**config.mk**
```make
export PLATFORM = sky130hd
export DESIGN_NAME = popcount_class
export DESIGN_NICKNAME = d
export VERILOG_FILES = /design/src/rtl/popcount_class_pkg.sv /design/src/rtl/pcc_slice_count.sv /design/src/rtl/pcc_stage_reg.sv /design/src/rtl/pcc_merge.sv /design/src/rtl/popcount_class.sv
export SDC_FILE = /design/constraint.sdc
export NUM_CORES = 1
export LEC_CHECK = 0
export BUFFER_PORTS_ARGS = -buffer_cell sky130_fd_sc_hd__buf_2
export CAP_MARGIN = 15
export CORE_ASPECT_RATIO = 0.5
export CORE_MARGIN = 2
export CORE_UTILIZATION = 55
export CTS_CLUSTER_DIAMETER = 30
export CTS_CLUSTER_SIZE = 40
export DETAILED_ROUTE_END_ITERATION = 7
export GPL_TIMING_DRIVEN = 0
export MAX_ROUTING_LAYER = met4
export PLACE_DENSITY = 0.91
export SLEW_MARGIN = 20
export SYNTH_ARGS = -nofsm -noshare
export SYNTH_HDL_FRONTEND = slang
export SYNTH_HIERARCHICAL = 1
export SYNTH_SLANG_ARGS = --single-unit
```
**constraint.sdc**
```tcl
create_clock -name clk -period 5 [get_ports clk]
set_input_delay 1 -clock clk [delete_from_list [all_inputs] [get_ports clk]]
set_output_delay 1 -clock clk [all_outputs]
set_load 0.01 [all_outputs]
```
**src/rtl/popcount_class_pkg.sv**
```systemverilog
package popcount_class_pkg;
   localparam int unsigned PCC_SLICE_W_DEF = 8;
   localparam int unsigned PCC_N_SLICES_DEF = 5;
   localparam int unsigned PCC_SAT_DEF = 4;

   // bits needed to hold the values 0..max
   function automatic int unsigned pcc_width(input int unsigned max_val);
      return (max_val < 1) ? 1 : $clog2(max_val + 1);
   endfunction
endpackage

```
**src/rtl/pcc_slice_count.sv**
```systemverilog
module pcc_slice_count
   import popcount_class_pkg::*;
#(
   parameter int unsigned SLICE_W = PCC_SLICE_W_DEF,
   parameter int unsigned SAT     = PCC_SAT_DEF,
   localparam int unsigned OW     = pcc_width(SAT)
) (
   input  logic [SLICE_W-1:0] slice_bits,
   output logic [OW-1:0]      slice_cnt
);
   localparam int unsigned CW = pcc_width(SLICE_W);

   logic [CW-1:0] raw_cnt;

   always_comb begin
      raw_cnt = '0;
      for (int i = 0; i < SLICE_W; i++) begin
         raw_cnt = raw_cnt + CW'(slice_bits[i]);
      end
   end

   generate
      if (SLICE_W >= SAT) begin : g_clamp
         // a full slice can reach the limit: clamp locally
         assign slice_cnt = (raw_cnt >= CW'(SAT)) ? OW'(SAT) : OW'(raw_cnt);
      end else begin : g_direct
         // slice too narrow to reach the limit on its own
         assign slice_cnt = OW'(raw_cnt);
      end
   endgenerate
endmodule

```
**src/rtl/pcc_stage_reg.sv**
```systemverilog
module pcc_stage_reg #(
   parameter int unsigned N_SLICES = 5,
   parameter int unsigned OW       = 3
) (
   input  logic                         clk,
   input  logic                         rst,
   input  logic                         d_valid,
   input  logic [N_SLICES-1:0][OW-1:0]  d_cnt,
   output logic                         q_valid,
   output logic [N_SLICES-1:0][OW-1:0]  q_cnt
);
   always_ff @(posedge clk) begin
      if (rst) begin
         q_valid <= 1'b0;
         q_cnt   <= '0;
      end else begin
         q_valid <= d_valid;
         if (d_valid) begin
            q_cnt <= d_cnt;
         end
      end
   end
endmodule

```
**src/rtl/pcc_merge.sv**
```systemverilog
module pcc_merge
   import popcount_class_pkg::*;
#(
   parameter int unsigned N_SLICES = PCC_N_SLICES_DEF,
   parameter int unsigned SAT      = PCC_SAT_DEF,
   localparam int unsigned OW      = pcc_width(SAT)
) (
   input  logic [N_SLICES-1:0][OW-1:0] part_cnt,
   output logic [OW-1:0]               merged
);
   localparam int unsigned SUM_W = pcc_width(N_SLICES * SAT);

   logic [SUM_W-1:0] total;

   always_comb begin
      total = '0;
      for (int s = 0; s < N_SLICES; s++) begin
         total = total + SUM_W'(part_cnt[s]);
      end
   end

   // a slice already at SAT pushes the total to SAT or more by itself
   assign merged = (total >= SUM_W'(SAT)) ? OW'(SAT) : OW'(total);
endmodule

```
**src/rtl/popcount_class.sv**
```systemverilog
module popcount_class
   import popcount_class_pkg::*;
#(
   parameter int unsigned SLICE_W  = PCC_SLICE_W_DEF,
   parameter int unsigned N_SLICES = PCC_N_SLICES_DEF,
   parameter int unsigned SAT      = PCC_SAT_DEF
) (
   input  logic                           clk,
   input  logic                           rst,
   input  logic                           in_valid,
   input  logic [N_SLICES*SLICE_W-1:0]    in_data,
   output logic                           out_valid,
   output logic [pcc_width(SAT)-1:0]      out_class
);
   localparam int unsigned OW = pcc_width(SAT);

   generate
      if (SLICE_W < 1 || N_SLICES < 1) begin : g_bad_shape
         $error("popcount_class: slice width and slice count must be nonzero");
      end
      if (SAT < 1 || SAT > N_SLICES * SLICE_W) begin : g_bad_sat
         $error("popcount_class: clamp level must lie in 1..word width");
      end
   endgenerate

   logic [N_SLICES-1:0][OW-1:0] slice_cnt;
   logic [N_SLICES-1:0][OW-1:0] slice_cnt_q;

   generate
      for (genvar s = 0; s < N_SLICES; s++) begin : g_slice
         pcc_slice_count #(
            .SLICE_W (SLICE_W),
            .SAT     (SAT)
         ) u_cnt (
            .slice_bits (in_data[s*SLICE_W +: SLICE_W]),
            .slice_cnt  (slice_cnt[s])
         );
      end
   endgenerate

   pcc_stage_reg #(
      .N_SLICES (N_SLICES),
      .OW       (OW)
   ) u_stage (
      .clk     (clk),
      .rst     (rst),
      .d_valid (in_valid),
      .d_cnt   (slice_cnt),
      .q_valid (out_valid),
      .q_cnt   (slice_cnt_q)
   );

   pcc_merge #(
      .N_SLICES (N_SLICES),
      .SAT      (SAT)
   ) u_merge (
      .part_cnt (slice_cnt_q),
      .merged   (out_class)
   );
endmodule

```
==> Yosys cells after proc, flatten, opt, wreduce, memory -nomap -nowiden <==
Index checks and enable logic that the tools add are counted.
{ "totals": {"in_bits": 43, "out_inout_bits": 4, "register_bits": 16, "elab_cells": 57} }
{ "classes": {"magnitude_cmp": 6, "mux": 6, "n_addsub": 39} }
{ "op_table": {"columns": ["operator", "count"], "rows": [
  ["adder 4 x 1 -> 4 bit", 30],
  [">= comparator 4 x 3 -> 1 bit, second input constant", 5],
  ["two-way mux 3 bit", 6],
  ["adder 5 x 3 -> 5 bit", 3],
  ["adder 1 x 1 -> 2 bit", 5],
  [">= comparator 5 x 3 -> 1 bit, second input constant", 1],
  ["adder 3 x 3 -> 4 bit", 1]
]} }

==> Logic depth before layout (Yosys ltp) <==
{ "logic_depth": {"word_depth": 9, "ltp_mapped": 12, "mapped_depth_nobuf": 12} }

==> Hierarchy <==
The synthesis kept the hierarchy.
{ "by_module_without_submodules": {"columns": ["module", "cells_each", "area_per_inst_um2", "instances", "seq_area_each_um2"], "rows": [
  ["pcc_slice_count at g_slice[0].u_cnt ...", 29, 232.7, 4, 0.0],
  ["pcc_stage_reg", 50, 569.3, 1, 320.3],
  ["pcc_merge", 35, 349.1, 1, 0.0],
  ["pcc_slice_count at g_slice[1].u_cnt", 29, 236.5, 1, 0.0]
]} }

==> Worst setup path after synthesis <==
Ideal clock, no wire load.
{ "synth_timing": {"path_type": "register to output", "start": "register u_stage/q_cnt[2] in the netlist's numbering", "end": "output port out_class[0]", "t_required_ns": 4.000, "arrival_ns": 3.197, "n_path_buf": 0, "path_slack_ns": 0.803, "stages_incl_launch_ff": 12, "path_cell_list": "dfxtp_1 > inv_1 > fa_1 > inv_1 > fa_1 > inv_1 > fa_1 > inv_1 > ha_1 > and3_1 > or3_4 > a211oi_1"} }
{ "synth_via": {"elab_chain_len": 6} }
{ "synth_rtl": {"columns": ["item", "line_no", "rtl"], "rows": [
  ["from (decl)", "pcc_stage_reg.sv:10", "output logic [N_SLICES-1:0][OW-1:0] q_cnt"],
  ["from (signal assigned)", "pcc_stage_reg.sv:19", "q_cnt <= d_cnt;"],
  ["adder 3 x 3 -> 4 bit", "pcc_merge.sv:18", "total = total + SUM_W'(part_cnt[s]);"],
  ["adder 5 x 3 -> 5 bit (3 in series)", "pcc_merge.sv:18", null],
  [">= comparator 5 x 3 -> 1 bit", "pcc_merge.sv:23", "assign merged = (total >= SUM_W'(SAT)) ? OW'(SAT) : OW'(total);"],
  ["two-way mux 3 bit", "pcc_merge.sv:23", null],
  ["to (decl)", "popcount_class.sv:13", "output logic [pcc_width(SAT)-1:0] out_class"]
]} }
Every way passes these cells.

==> Final worst setup path <==
Ends and elaborated chain as after synthesis.

==> results.json <==
{
  "cts_tree": "yes",
  "reg2reg_setup_slack_ps": 4350,
  "synthFlopType": "dfxtp_1",
  "grt_setup_unrepaired": "false",
  "yosys_register_bits": 16,
  "critPathLaunch": "u_stage/q_cnt[2]$_SDFFE_PP0P_",
  "hold_start": "u_stage/q_cnt[2]$_SDFFE_PP0P_",
  "fin_ws_ps": 405,
  "io-pin-count": 47,
  "final_antenna_net_count": 0,
  "post_drt_wl_per_cell_um": 12.0,
  "crit_arrival_ps": 3590,
  "firstDrtPassIters": 4,
  "rows": 15,
  "coreArea_mm2": 0.00353,
  "cts_buffers": 3,
  "ys_types": 26,
  "async_flop_share": 0,
  "fp.dieH_um": 47.5,
  "period_needed_ps": 4590,
  "leakage_uw": 0.00139,
  "h-tree-depth": 1,
  "cts_sinks": 16,
  "critPathCapture": "out_class[0]",
  "grt_max_degree": 11,
  "die-area_mm2": 0.00433,
  "cts_setup_buffers": 0,
  "worstSetupStartpointType": "flop",
  "antenna_found_initial": 0,
  "cts_max_path_buffers": 2,
  "seq_area_um2": 320,
  "numPortBuffers": 45,
  "syn_avg_cell_area_um2": 9.07,
  "wirelength_um": 3950,
  "hold_buffers": 0,
  "finalClockSkew_ps": 0,
  "nNetsFinal": 372,
  "crit_type": "reg -> out",
  "worstMarginPinSlew_ps": 423,
  "area_growth_pct": 16.5,
  "slew-limit-headroom": 0.715,
  "grt_use_total": 0.207,
  "crit_required_ps": 4000,
  "syn_area_mm2": 0.00209,
  "crit_path_end_kind": "output pin",
  "vias": 1611,
  "start_util": 0.591,
  "drive_above_1_share": 0.194,
  "yosysWarnings": 6,
  "postSynthCellCount": 230,
  "antenna-diode-count": 0,
  "cts_resized": 0,
  "grt_pass1_vias": 1638,
  "dp_hpwl_um": 3450,
  "reg2regPathDepth": 2,
  "fp.dieW_um": 91.1,
  "root_buffer": "clkbuf_8",
  "outcome": "completed",
  "syn-num-nets": 322,
  "clk_latency_ps": 240,
  "ys_seq_area_frac": 0.154,
  "place_ws_ps": 650,
  "fill_cells": 296,
  "gp_congestion": 0.783,
  "r2r_end": "u_stage/q_cnt[1]$_SDFFE_PP0P_",
  "drt_iter0_drc": 31,
  "ir_drop_v": 0.000163,
  "clkTransAtPathRegs_ps": 60,
  "drc": 0,
  "min_period_over_period": 0.919,
  "multi_input_area_mm2": 0.00143,
  "fmax_mhz": 218,
  "setup_viol": 0,
  "grt_first_pass_wirelength_um": 6770,
  "viasPerCell": 4.88,
  "power_density_mw_per_mm2": 321,
  "drv_cap": 0,
  "synth_edf_count": 0,
  "hold_violations": 0,
  "cp_max_fo": 3,
  "setup_tns_ps": 0,
  "grt-ovfl-total": 0,
  "slew_violations": 0,
  "min_path_type": "reg -> reg",
  "r2r-start": "u_stage/q_cnt[1]$_SDFFE_PP0P_"
}
==> power breakdown <==
part           total, uW  switching, uW  internal, uW
sequential           163           14.3           149
combinational        505            272           233
clock                113           43.4          69.8
==> cells in the mapped netlist (2+ instances only) <==
master	instances	share of area
or4b_1	5	0.024
and2_1	5	0.015
nor2_1	16	0.029
a211oi_1	7	0.025
o32ai_1	4	0.017
inv_1	81	0.15
o21ai_0	2	0.0048
o41ai_1	4	0.017
dfxtp_1	16	0.15
fa_1	28	0.27
mux2i_1	20	0.096
nand3b_1	5	0.018
nand2_1	4	0.0072
ha_1	21	0.13
==> metal layers <==
| layer | vias to the layer above | GRT usage | routed length (um) |
|---|---|---|---|
| li1 | 816 | - | - |
| met1 | 745 | 0.211 | 1570 |
| met2 | 42 | 0.440 | 2130 |
| met3 | 8 | 0.0378 | 190 |
| met4 | 0 | 0.0455 | 47 |
| met5 | - | - | 0 |
==> cells in the final DEF (no fill, tap or decap), types with 7 or more instances in the layout <==
master,netlist,layout
a211oi_1,7,7
buf_2,1,46
dfxtp_1,16,16
fa_1,28,28
ha_1,21,21
inv_1,81,81
mux2i_1,20,20
nor2_1,16,16
==> registers in the layout, indices dropped and copies added (netlist names) <==
| name | flops |
|---|---|
| u_stage/q_valid | 1 |
| u_stage/q_cnt | 15 |
==> critical path, cell delays in order (launching register included) <==
cell and delay, ps:
dfxtp_1 320, inv_1 60, fa_1 530, inv_1 60
fa_1 500, inv_1 50, fa_1 490, inv_1 60
ha_1 280, and3_1 200, or3_4 400, a211oi_1 230
buf_2 160
==> cell type report <==
| type | instances | share of cell area |
|---|---|---|
| Timing Repair Buffer | 45 | 0.0927 |
| Tap cell | 51 | 0.0263 |
| Clock buffer | 4 | 0.0227 |
| Buffer | 3 | 0.0149 |
| Inverter | 81 | 0.125 |
| Multi-Input combinational cell | 130 | 0.587 |
| Sequential cell | 16 | 0.132 |
==> stage by stage <==
step                instances  utilization  total power, uW  hold slack (ps)  cell area [um^2]
CTS                       330        0.689              790              507              2430
global placement          326        0.673              624              477              2370
finish                    330        0.689              781              504              2430
detailed placement        326        0.673              676              491              2370
global route              330        0.689              864              526              2430
floorplan                 230            -              537              460              2090
==> cell families (layout without fill, tap and decap cells) <==
| group | count (synthesis) | after routing | share of synthesized area |
|---|---|---|---|
| buf+inv | 84 | 133 | 0.163 |
| fa+ha+maj | 49 | 49 | 0.395 |
| simple gates | 40 | 40 | 0.113 |
| compound gates | 20 | 20 | 0.0756 |
| mux | 20 | 20 | 0.0960 |
| flops | 16 | 16 | 0.154 |
| xor+xnor | 1 | 1 | 0.00420 |
==> how the worst min path moves through the flow <==
stage / endpoint / slack (ps) / depth (start not counted)
CTS: u_stage/q_cnt[12]$_SDFFE_PP0P_ / 510 / 2
global route: u_stage/q_cnt[2]$_SDFFE_PP0P_ / 530 / 2
detailed placement: u_stage/q_cnt[12]$_SDFFE_PP0P_ / 490 / 2
finish: u_stage/q_cnt[2]$_SDFFE_PP0P_ / 500 / 2
floorplan: u_stage/q_cnt[14]$_SDFFE_PP0P_ / 460 / 2
global placement: u_stage/q_cnt[14]$_SDFFE_PP0P_ / 480 / 2
Power figures use the tool's default switching activity.
